[src/rtl/uart_rx_pkg.sv]
package uart_rx_pkg;

    typedef enum logic [1:0] {
        RX_IDLE = 2'd0,
        RX_DATA = 2'd1,
        RX_STOP = 2'd2
    } rx_state_e;

    function automatic logic maj3(input logic a, input logic b, input logic c);
        return (a & b) | (a & c) | (b & c);
    endfunction

endpackage

[src/rtl/uart_rx_sync.sv]
module uart_rx_sync #(
    parameter int STAGES = 2
) (
    input  logic clk_i,
    input  logic rst_ni,
    input  logic tick_i,
    input  logic din_i,
    output logic level_o,
    output logic fall_o
);
    typedef struct packed {
        logic [STAGES-1:0] pipe;
        logic              prev;
    } sync_t;

    sync_t sync_d, sync_q;

    always_comb begin
        sync_d      = sync_q;
        sync_d.pipe = {sync_q.pipe[STAGES-2:0], din_i};
        if (tick_i) begin
            sync_d.prev = sync_q.pipe[STAGES-1];
        end
    end

    always_ff @(posedge clk_i or negedge rst_ni) begin
        if (!rst_ni) begin
            sync_q <= '{pipe: '1, prev: 1'b1};
        end else begin
            sync_q <= sync_d;
        end
    end

    assign level_o = sync_q.pipe[STAGES-1];
    assign fall_o  = tick_i & sync_q.prev & ~sync_q.pipe[STAGES-1];
endmodule

[src/rtl/uart_rx_vote.sv]
module uart_rx_vote import uart_rx_pkg::*; #(
    parameter int OSR = 16,
    localparam int CW  = $clog2(OSR),
    localparam int MID = OSR / 2
) (
    input  logic          clk_i,
    input  logic          rst_ni,
    input  logic          en_i,
    input  logic [CW-1:0] cnt_i,
    input  logic          din_i,
    output logic          decide_o,
    output logic          bit_o
);
    typedef struct packed {
        logic early;
        logic centre;
    } vote_t;

    vote_t vote_d, vote_q;

    always_comb begin
        vote_d = vote_q;
        if (en_i && cnt_i == CW'(MID - 1)) vote_d.early  = din_i;
        if (en_i && cnt_i == CW'(MID))     vote_d.centre = din_i;
    end

    always_ff @(posedge clk_i or negedge rst_ni) begin
        if (!rst_ni) begin
            vote_q <= '{early: 1'b1, centre: 1'b1};
        end else begin
            vote_q <= vote_d;
        end
    end

    assign decide_o = en_i && (cnt_i == CW'(MID + 1));
    assign bit_o    = maj3(vote_q.early, vote_q.centre, din_i);
endmodule

[src/rtl/uart_rx_frame.sv]
module uart_rx_frame import uart_rx_pkg::*; #(
    parameter int OSR = 16,
    parameter int DW  = 8,
    localparam int CW = $clog2(OSR),
    localparam int SW = DW + 1
) (
    input  logic          clk_i,
    input  logic          rst_ni,
    input  logic          tick_i,
    input  logic          fall_i,
    input  logic          dec_i,
    input  logic          dec_bit_i,
    input  logic          done_clr_i,
    output logic [CW-1:0] cnt_nxt_o,
    output logic          sample_en_o,
    output logic          done_set_o,
    output logic [DW-1:0] rx_byte_o,
    output logic          rx_stop_o,
    output logic          rx_done_o
);
    typedef struct packed {
        rx_state_e     st;
        logic [CW-1:0] cnt;
        logic [SW-1:0] sh;
        logic [DW-1:0] data;
        logic          stop;
        logic          done;
    } frame_t;

    frame_t fr_d, fr_q;
    logic   set;

    assign cnt_nxt_o   = (fr_q.cnt == CW'(OSR - 1)) ? '0 : fr_q.cnt + CW'(1);
    assign sample_en_o = tick_i && (fr_q.st != RX_IDLE);

    always_comb begin
        fr_d = fr_q;
        set  = 1'b0;
        if (tick_i) begin
            unique case (fr_q.st)
                RX_IDLE: begin
                    if (fall_i) begin
                        fr_d.st  = RX_DATA;
                        fr_d.cnt = '0;
                        fr_d.sh  = '1;
                    end
                end
                RX_DATA: begin
                    fr_d.cnt = cnt_nxt_o;
                    if (dec_i) begin
                        if ((&fr_q.sh) && dec_bit_i) begin
                            fr_d.st = RX_IDLE;
                        end else begin
                            fr_d.sh = {dec_bit_i, fr_q.sh[SW-1:1]};
                            if (!fr_d.sh[0]) fr_d.st = RX_STOP;
                        end
                    end
                end
                RX_STOP: begin
                    fr_d.cnt = cnt_nxt_o;
                    if (dec_i) begin
                        fr_d.data = fr_q.sh[SW-1:1];
                        fr_d.stop = dec_bit_i;
                        fr_d.st   = RX_IDLE;
                        set       = 1'b1;
                    end
                end
                default: fr_d.st = RX_IDLE;
            endcase
        end
        if (done_clr_i) fr_d.done = 1'b0;
        if (set)        fr_d.done = 1'b1;
    end

    always_ff @(posedge clk_i or negedge rst_ni) begin
        if (!rst_ni) begin
            fr_q <= '{st: RX_IDLE, cnt: '0, sh: '1, data: '0, stop: 1'b0, done: 1'b0};
        end else begin
            fr_q <= fr_d;
        end
    end

    assign done_set_o = set;
    assign rx_byte_o  = fr_q.data;
    assign rx_stop_o  = fr_q.stop;
    assign rx_done_o  = fr_q.done;
endmodule

[src/rtl/uart_os_rx.sv]
module uart_os_rx #(
    parameter int OSR       = 16,
    parameter int DW        = 8,
    parameter int SYNC_STGS = 2,
    localparam int CW = $clog2(OSR)
) (
    input  logic          clk_i,
    input  logic          rst_ni,
    input  logic          tick_i,
    input  logic          rxd_i,
    input  logic          done_clr_i,
    output logic [DW-1:0] rx_byte_o,
    output logic          rx_stop_o,
    output logic          rx_done_o
);
    logic          line_lvl;
    logic          line_fall;
    logic [CW-1:0] cnt_nxt;
    logic          sample_en;
    logic          bit_dec;
    logic          bit_val;
    logic          done_set;

    uart_rx_sync #(.STAGES(SYNC_STGS)) u_sync (
        .clk_i   (clk_i),
        .rst_ni  (rst_ni),
        .tick_i  (tick_i),
        .din_i   (rxd_i),
        .level_o (line_lvl),
        .fall_o  (line_fall)
    );

    uart_rx_vote #(.OSR(OSR)) u_vote (
        .clk_i    (clk_i),
        .rst_ni   (rst_ni),
        .en_i     (sample_en),
        .cnt_i    (cnt_nxt),
        .din_i    (line_lvl),
        .decide_o (bit_dec),
        .bit_o    (bit_val)
    );

    uart_rx_frame #(.OSR(OSR), .DW(DW)) u_frame (
        .clk_i       (clk_i),
        .rst_ni      (rst_ni),
        .tick_i      (tick_i),
        .fall_i      (line_fall),
        .dec_i       (bit_dec),
        .dec_bit_i   (bit_val),
        .done_clr_i  (done_clr_i),
        .cnt_nxt_o   (cnt_nxt),
        .sample_en_o (sample_en),
        .done_set_o  (done_set),
        .rx_byte_o   (rx_byte_o),
        .rx_stop_o   (rx_stop_o),
        .rx_done_o   (rx_done_o)
    );
endmodule

[config.mk]
export PLATFORM = sky130hd
export DESIGN_NAME = uart_os_rx
export DESIGN_NICKNAME = d
export VERILOG_FILES = /design/src/rtl/uart_rx_pkg.sv /design/src/rtl/uart_rx_sync.sv /design/src/rtl/uart_rx_vote.sv /design/src/rtl/uart_rx_frame.sv /design/src/rtl/uart_os_rx.sv
export SDC_FILE = /design/constraint.sdc
export NUM_CORES = 1
export LEC_CHECK = 0
export ABC_CLOCK_PERIOD_IN_PS = 4400
export CORE_MARGIN = 2
export CORE_UTILIZATION = 59
export DETAILED_ROUTE_END_ITERATION = 7
export DONT_BUFFER_PORTS = 1
export GPL_TIMING_DRIVEN = 0
export PLACE_DENSITY_LB_ADDON = 0.3
export SYNTH_ARGS = -nofsm -noshare
export SYNTH_HDL_FRONTEND = slang
export SYNTH_SLANG_ARGS = --single-unit
[constraint.sdc]
create_clock -name clk_i -period 4.4 [get_ports clk_i]
set_clock_uncertainty 0.15 [all_clocks]
set_input_delay 0.44 -clock clk_i [delete_from_list [all_inputs] [get_ports clk_i]]
set_output_delay 0.44 -clock clk_i [all_outputs]
set_load 0.1 [all_outputs]
# After elaboration in Yosys (flattened, before gate mapping)
# Index checks and enable logic that the tools add are counted.
dict set report classes {
  bitwise 8
  n_eq_ne 11
  reduce_logical 16
  multipliers 0
  shift 0
  mux 16
  add_sub_neg 1
  n_div 0
  order_cmp 0
}
# operator n
set op_table {}
lappend op_table {{$mux W9} 2}
lappend op_table {{$pmux W9 S2} 1}
lappend op_table {{$mux W15} 1}
lappend op_table {{$eq A4 B4 Y1 const B} 3}
lappend op_table {{$reduce_and A5 Y1} 2}
lappend op_table {{$reduce_and A9 Y1} 1}
lappend op_table {{$mux W2} 4}
lappend op_table {{$ne A2 B2 Y1 const B} 4}
lappend op_table {{$pmux W4 S2} 1}
lappend op_table {{$reduce_bool A2 Y1} 4}
lappend op_table {{$pmux W2 S3} 1}
lappend op_table {{$reduce_and A3 Y1} 2}
lappend op_table {{$and A1 B1 Y1} 5}
lappend op_table {{$logic_and A1 B1 Y1} 5}
lappend op_table {{$mux W1} 5}
lappend op_table {{$add A4 B1 Y4 const B} 1}
lappend op_table {{$eq A4 B3 Y1 const B} 1}
lappend op_table {{$mux W4} 1}
lappend op_table {{$ne A3 B3 Y1 const B} 1}
lappend op_table {{$eq A2 B1 Y1 const B} 1}
lappend op_table {{$eq A2 B2 Y1 const B} 1}
lappend op_table {{$logic_not A2 Y1} 1}
lappend op_table {{$or A1 B1 Y1} 2}
lappend op_table {{$reduce_or A2 Y1} 1}
lappend op_table {{$not A1 Y1} 1}
dict set report word_totals {
  mem_bits_ro 0
  memories 0
  inputBits 5
  ram_bits 0
  wordCells 62
  reg_bits 30
  output_inout_bits 10
  latchBits 0
}

# Depth between registers and ports, before layout
# Gate-level depths: netlist (run 1).
dict set report depth {
  depth_word 8
  depth_mapped 6
  mapped_depth_nobuf 6
}

# By module
# Synthesis (run 1) repeated with hierarchy kept, for this count alone.
dict set report hier_totals {
  hier_cells 129
  hier_area_um2 1473.9
}
# module area_each_um2 seq_area_each_um2 n_inst cells_per_inst
set modules_own_cells {}
lappend modules_own_cells {uart_rx_frame 1241.2 636.9 1 113}
lappend modules_own_cells {uart_rx_vote 128.9 52.6 1 11}
lappend modules_own_cells {uart_rx_sync 103.8 78.8 1 5}

# Worst setup path before layout (run 1)
# Ideal clock, no wire load.
dict set report synth_timing {
  path_kind {reg-to-reg}
  startpoint {register u_frame.fr_q[19] in the netlist's numbering}
  endpoint {register u_frame.fr_q, in the netlist u_frame.rx_stop_o}
  stages_incl_launch_ff 7
  period_less_slack_ps 2017
  setup_time_ps 125
  arrival_ps 1742
  setup_slack_ps 2383
  required_ps 4125
  n_path_buf 1
  cell_sequence {dfrtp_1 > ha_1 > buf_2 > nor3b_2 > a2bb2o_4 > nand3_4 > mux2_4}
}
dict set report synth_via {
  elab_chain_len 5
  word_cells_on_any_way 6
  cone_classes {1 x add/sub; 2 x eq/ne; 1 x mux; 2 x reduce/logical}
}
# element line
set synth_rtl {}
lappend synth_rtl {{start, declared} uart_rx_frame.sv:30} ;# frame_t fr_d, fr_q;
lappend synth_rtl {{start signal, assigned} uart_rx_frame.sv:77} ;# fr_q <= '{st: RX_IDLE, cnt: '0, sh: '1, data: '0, stop: 1'b0, done: 1'b0};
lappend synth_rtl {{start signal, assigned} uart_rx_frame.sv:79} ;# fr_q <= fr_d;
lappend synth_rtl {{$add A4 B1 Y4 or $eq A4 B4 Y1 (tied branches)} uart_rx_frame.sv:33} ;# assign cnt_nxt_o = (fr_q.cnt == CW'(OSR - 1)) ? '0 : fr_q.cnt + CW'(1);
lappend synth_rtl {{$mux W4 *} uart_rx_frame.sv:33}
lappend synth_rtl {{$eq A4 B4 Y1 *} uart_rx_vote.sv:35} ;# assign decide_o = en_i && (cnt_i == CW'(MID + 1));
lappend synth_rtl {{$logic_and A1 B1 Y1 *} uart_rx_vote.sv:35}
lappend synth_rtl {{$reduce_and A3 Y1 (no line) *} -}
# Mark *: on every way between the ends. The rest lies on a longest branch, timed or not.
# A chain may end at the register's enable or synchronous reset.

# Final worst setup path (run 1)
dict set report layout_timing {
  startpoint {register u_frame.fr_q[19] in the netlist's numbering}
  endpoint {register u_frame.fr_q, in the netlist u_frame.rx_byte_o[2]}
}
# Same word-level chain as after synthesis.

==> results by group, run 1 <==
Status
  – Outcome: finished, final reports clean

Drt
  – Wire per inst: 16.3 um
  – Post-Route WL: 3090 um
  – Via density: 6.06
  – Routed vias: 1145
  – # DRC: 0
  – Initial DRC count: 40
  – DR pass1 iterations: 4
  – Antenna Nets Post-Route: 0

Global route
  – Number of global-route vias before repair: 1072
  – First-pass GRT wire length: 5260 um
  – Largest net degree at the start of global routing: 31
  – GRT Overall Usage: 21.3%
  – Initial antenna violation count: 0
  – Grt ovf: 0

Logic synthesis
  – Largest area contributor in the netlist: dfrtp_1
  – Cell Area, Synth: 1720 um2
  – Yosys cell types: 46
  – Flops & latches, synth: 30
  – Avg Inst Size Synth: 11.7 um2
  – Synth async-reset ratio: 100%
  – Syn Nets: 159
  – Top post-synthesis cells by area: dfrtp_1 (23%), dfstp_2 (21%), mux2_4 (7.8%)
  – Post-synth top flop: dfrtp_1
  – Part of the Yosys area used for sequential elements: 44.6%
  – Share of the synthesized area in the top cell type: 23.3%
  – Synth warnings: 0
  – Post-synth EDFFs: 0
  – Mapped Cells: 147

Clocking
  – Worst-path clk slew: 100 ps
  – CTS H-tree lvls: 2
  – Resize count post-CTS: 0
  – Root Buffer: clkbuf_4
  – Total clock sinks: 30
  – Max Root-Sink Buffers: 2
  – Clk_lat worst skew: 340 ps
  – CTS Buf Count: 5
  – TritonCTS clock tree: done

Critical path
  – Req. time, crit path: 4470 ps
  – Slowest-stage cell, CP: dfrtp_1
  – Crit end category: flip-flop
  – CP cell instances: ha_1, buf_2, nor3b_2, a2bb2o_4, nand3_4, mux2_4
  – Max incr delay on CP: 490 ps
  – Critical path type: reg2reg
  – Arr. time, crit path: 2350 ps
  – FF-to-FF End: u_frame.rx_byte_o[2]
  – CP startpoint kind: flip-flop
  – Reg2reg path depth: 6
  – R2r setup slk: 2120 ps
  – Crit Path Max Fanout: 10
  – Worst R2R Start: u_frame.fr_q[19]

Placement
  – GP Congestion: 0.874
  – Dpl ws: 2180 ps
  – Post-DP HPWL: 2220 um
  – # port buffers: 0

STA
  – Setup tns final: 0 ps
  – RSZ-0062 raised after global routing: false
  – Final setup vio count: 0
  – Final hold vios: 0
  – Setup WS post-layout: 2120 ps
  – Final Critical Period: 2280 ps
  – Least-Margin Pin Slew: 892 ps
  – Max Clk Rate: 439 MHz
  – Tcrit/Tclk final: 51.8%
  – Final Max Slew Viols: 0
  – Worst slew margin: 40.5%

Die
  – IO Count: 15
  – Area of the core: 2760 um2
  – Die X: 58.0 um
  – Initial Util: 62.4%
  – Die Y: 58.0 um
  – Row count: 19
  – Full die area: 3370 um2

Layout
  – Nets: 169
  – Final core occ: 67.6%
  – Fraction of layout cells with a size suffix above 1: 33.5%
  – Commonest non-fill, non-tap cell in the layout: dfrtp_1
  – FF/Latch Area: 768 um2
  – Area growth from synthesis to layout: 8.29%
  – Fill cells: 196
  – Most frequent cells in the layout: dfrtp_1 (16), dfstp_2 (14), inv_1 (11)
  – Area occupied by multi-input gates: 843 um2
  – Ant diodes: 0

Hold path
  – Min-Delay Endpoint: u_frame.rx_done_o
  – Worst Hold Class: in2reg
  – Worst hold path cell count: 1
  – Startpoint of the worst hold path: done_clr_i

Run
  – Max-cap violation count: 0

Pwr
  – Maximum vdd drop: 497 uV
  – Leak Pwr: 0.931 nW
  – Pwr/cell area: 668 nW/um2
## worst max-delay path: cells and delay by family, from the launching register on
kind	cells	cell delay [ps]
adder cells (fa/ha/maj)	1	230
AO/OA/AOI/OAI	1	230
flip-flops	1	490
buffers and inverters	1	170
AND/OR/NAND/NOR	2	520
multiplexers	1	370
## metrics by stage
stage | hold slack, ps | std cells | area, um2 | total power [mW]
global placement | -4.69 | 178 | 1760 | 1.03
global route | 69.8 | 189 | 1860 | 1.33
finish | 64.3 | 189 | 1860 | 1.25
CTS | 55.1 | 189 | 1860 | 1.25
floorplan | -5.59 | 147 | 1720 | 0.963
detailed placement | -4.84 | 178 | 1760 | 1.06
## cells in the mapped netlist, drive strengths merged (3+ instances only)
master   instances
mux2            12
inv             11
buf              9
dfstp           14
mux2i            7
a2bb2oi          3
nand3            3
o21ai            4
ha               7
and4             5
nor2b            8
a21oi            5
nor2            10
dfrtp           16
## worst max-delay path by stage
stage	start	to	slack (ps)	cells past startpoint
floorplan	u_frame.fr_q[19]	u_frame.rx_stop_o	2380	6
global placement	u_frame.fr_q[19]	u_frame.rx_byte_o[2]	2230	6
detailed placement	u_frame.fr_q[20]	u_frame.rx_byte_o[3]	2180	6
CTS	u_frame.fr_q[19]	u_frame.rx_byte_o[2]	2150	6
global route	u_frame.fr_q[19]	u_frame.rx_stop_o	2010	6
finish	u_frame.fr_q[19]	u_frame.rx_byte_o[2]	2120	6
## power by group
group | total, mW | internal (mW) | switching [mW]
Sequential | 0.493 | 0.388 | 0.105
Combinational | 0.576 | 0.233 | 0.343
Clock | 0.176 | 0.0767 | 0.0992
## registers in the layout, summed over array words and instances, names as in the netlist
name               flops
u_frame.fr_q          15
u_frame.rx_byte_o      8
u_vote.vote_q          2
u_frame.rx_done_o      1
u_frame.rx_stop_o      1
u_sync.level_o         1
u_sync.sync_d          1
u_sync.sync_q          1
## logic make-up after synthesis
group                      after synthesis  synth area share, %
and+or+nand+nor                         44                 18.3
DFF                                     30                 44.6
AOI/OAI and AO/OA                       24                 10.6
buffers and inverters                   21                 6.40
muxes                                   19                 13.9
adders and majority gates                8                 5.67
xor gates and xnor gates                 1                0.509
## area by class of cell
type | count | area share [%]
multi-input cells | 96 | 45.2
flip-flops and latches | 30 | 41.2
plain buffers | 10 | 3.69
clock buffers | 6 | 2.75
inverters | 11 | 2.21
repair buffers | 3 | 2.15
well taps | 31 | 2.08
clock inverters | 2 | 0.671
## layer usage
layer  GRT usage, %  wire length (um)
met1           28.2              1390
met2           32.3              1500
met3           6.70               131
met4           8.97                70
met5              0                 0
## repair_timing
action,in CTS,in global routing
endpoints found under the hold margin,31,0
setup buffers,0,0
hold buffers,3,0
No activity file was read; power rests on OpenSTA's default activity.
==> run 2, diff against run 1 <==
--- a/config.mk
+++ b/config.mk
@@ -5,7 +5,8 @@
 export SDC_FILE = /design/constraint.sdc
 export NUM_CORES = 1
 export LEC_CHECK = 0
-export ABC_CLOCK_PERIOD_IN_PS = 4400
+export ABC_AREA = 1
+export ABC_CLOCK_PERIOD_IN_PS = 2100
 export CORE_MARGIN = 2
 export CORE_UTILIZATION = 59
 export DETAILED_ROUTE_END_ITERATION = 7
==> constraint.sdc (replaced) <==
create_clock -name clk_i -period 2.1 [get_ports clk_i]
set_clock_uncertainty 0.15 [all_clocks]
set_input_delay 0.21 -clock clk_i [delete_from_list [all_inputs] [get_ports clk_i]]
set_output_delay 0.21 -clock clk_i [all_outputs]
set_load 0.1 [all_outputs]
==> run 2 against run 1 <==
  * Sequential power rose by 110%
  * Largest power group unchanged
  * Register-to-register slack got worse by 1900 ps
  * Global-route usage is 0.31 points lower
==> results by group, run 2 <==
Status
  – Outcome: finished, final reports clean

Logic synthesis
  – Synth warnings: 0
  – Yosys cell types: 22
  – Flops & latches, synth: 30
  – Syn Nets: 198
  – Part of the Yosys area used for sequential elements: 46.2%
  – Post-synth top flop: dfrtp_1
  – Avg Inst Size Synth: 8.95 um2
  – Post-synth EDFFs: 0
  – Share of the synthesized area in the top cell type: 24.1%
  – Cell Area, Synth: 1660 um2
  – Most frequent cell after synthesis: nand2_1
  – Largest area contributor in the netlist: dfrtp_1
  – Top post-synthesis cells by area: dfrtp_1 (24%), dfstp_2 (22%), o21ai_2 (10%)
  – Mapped Cells: 186
  – Post-synth top cells: nand2_1 (41), inv_1 (26), o21ai_2 (19)
  – Synth async-reset ratio: 100%

Global route
  – First-pass GRT wire length: 5160 um
  – Number of global-route vias before repair: 1156
  – GRT Overall Usage: 21.0%
  – Initial antenna violation count: 0
  – Largest net degree at the start of global routing: 31
  – Grt ovf: 0

Clocking
  – CTS H-tree lvls: 2
  – Total clock sinks: 30
  – TritonCTS clock tree: done
  – Max Root-Sink Buffers: 2
  – Root Buffer: clkbuf_4
  – Setup Fix Bufs, Post-CTS: 0
  – CTS Buf Count: 5
  – Worst-path clk slew: 100 ps
  – Clk_lat worst skew: 340 ps

STA
  – Final setup vio count: 0
  – Least-Margin Pin Slew: 906 ps
  – Worst slew margin: 39.6%
  – Final hold vios: 0
  – Setup tns final: 0 ps
  – Final Critical Period: 1930 ps
  – RSZ-0062 raised after global routing: false
  – Max Clk Rate: 519 MHz
  – Tcrit/Tclk final: 91.8%
  – Final Max Slew Viols: 0

Hold path
  – Worst Hold Class: in2reg

Drt
  – Wire per inst: 12.6 um
  – Via density: 5.35
  – # DRC: 0
  – Post-Route WL: 2910 um
  – Routed vias: 1230
  – DR pass1 iterations: 4
  – Antenna Nets Post-Route: 0
  – Initial DRC count: 36

Layout
  – Fraction of layout cells with a size suffix above 1: 33.2%
  – FF/Latch Area: 768 um2
  – Area growth from synthesis to layout: 13.1%
  – Commonest non-fill, non-tap cell in the layout: nand2_1
  – Post-Layout Cell Count: 230
  – Number of flip-flops in the largest register: 15
  – Ant diodes: 0
  – Nets: 210
  – Area occupied by multi-input gates: 716 um2
  – Biggest register: u_frame.fr_q
  – Most frequent cells in the layout: nand2_1 (41), inv_1 (26), o21ai_2 (19)
  – Fill cells: 209
  – Final core occ: 69.4%

Die
  – Area of the core: 2710 um2
  – Full die area: 3260 um2
  – Die X: 57.1 um
  – Row count: 19
  – Die Y: 57.1 um
  – IO Count: 15
  – Initial Util: 61.4%

Placement
  – Post-DP HPWL: 2050 um
  – Post-Place Cells: 217
  – # port buffers: 0
  – GP Congestion: 0.793

Pwr
  – Maximum vdd drop: 1190 uV
  – Final Power: 3.08 mW
  – Leak Pwr: 0.928 nW
  – Pwr/cell area: 1640 nW/um2

Critical path
  – Critical path type: reg2reg
  – Arr. time, crit path: 2050 ps
  – CP startpoint kind: flip-flop
  – Crit Path Max Fanout: 10
  – Crit end category: flip-flop
  – Req. time, crit path: 2220 ps

Run
  – Max-cap violation count: 0
## run 2: changes by cell type after synthesis, sizes merged, moves of 8 or more
| cell | before | now |
|---|---|---|
| mux2 | 12 | 0 |
| nand2 | 2 | 45 |
| inv | 11 | 28 |
| nand3 | 3 | 11 |
| nor2b | 8 | 0 |
| o21ai | 4 | 25 |
## run 2: cell families (layout without fill, tap and decap cells)
group | count (synthesis) | count (layout) | share of synthesized area (%)
buffers and inverters | 38 | 51 | 11.3
xor gates and xnor gates | 1 | 1 | 0.526
AOI/OAI and AO/OA | 28 | 28 | 12.9
and+or+nand+nor | 82 | 82 | 23.8
adders and majority gates | 7 | 7 | 5.26
DFF | 30 | 30 | 46.2
## run 2: metal layers
layer	vias up	share of wire (%)	GRT usage, %
met1	576	44	27.4
met3	4	6.4	7.26
met4	0	1.5	8.64
met5	-	0	0
li1	612	-	-
met2	38	48	32.0
## run 2: where the power goes
group | switching [mW] | internal, mW | leakage (nW) | total, mW
Combinational | 0.969 | 0.450 | 0.505 | 1.42
Sequential | 0.195 | 0.855 | 0.365 | 1.05
Clock | 0.212 | 0.403 | 0.0585 | 0.615
## run 2: area by class of cell
class | count | area share [%]
Buffer | 10 | 4.39
Multi-Input combinational cell | 118 | 38.0
Sequential cell | 30 | 40.8
Timing Repair Buffer | 5 | 3.19
Tap cell | 31 | 2.06
Inverter | 28 | 5.59
Clock inverter | 2 | 3.19
Clock buffer | 6 | 2.73
## run 2: final timing paths
path | slack, ps | endpoint | depth (start not counted) | from
max | 170 | u_frame.rx_byte_o[2] | 7 | u_frame.fr_q[20]
min | 60 | u_vote.vote_q[1] | 4 | tick_i
max reg2reg | 170 | u_frame.rx_byte_o[2] | 7 | u_frame.fr_q[20]
min reg2reg | 220 | u_sync.level_o | 0 | u_sync.sync_d[2]
max in group asynchronous | 1420 | u_sync.level_o | 2 | rst_ni
min in group asynchronous | 140 | u_frame.rx_stop_o | 2 | rst_ni
## run 2: what timing repair did
| action | in CTS | in global routing |
|---|---|---|
| endpoints found under the setup margin | 0 | 8 |
| hold buffers | 5 | 0 |
| hold endpoints to repair | 35 | 0 |
| resized for setup | 0 | 1 |
## run 2: worst max-delay path, stage by stage (launching register included)
cell and delay [ps]:
dfrtp_1 460, ha_1 260, xnor2_2 210, inv_1 120, nor2_2 180, nand3_4 150, buf_6 190, o21ai_2 120
## run 2: stage by stage
step / setup WS [ps] / hold WS (ps) / area, um2
floorplan: 374 / -236 / 1660
global placement: 255 / -235 / 1700
detailed placement: 167 / -235 / 1700
CTS: 141 / 45.2 / 1870
global route: 32.4 / 85.9 / 1880
finish: 173 / 60.1 / 1880
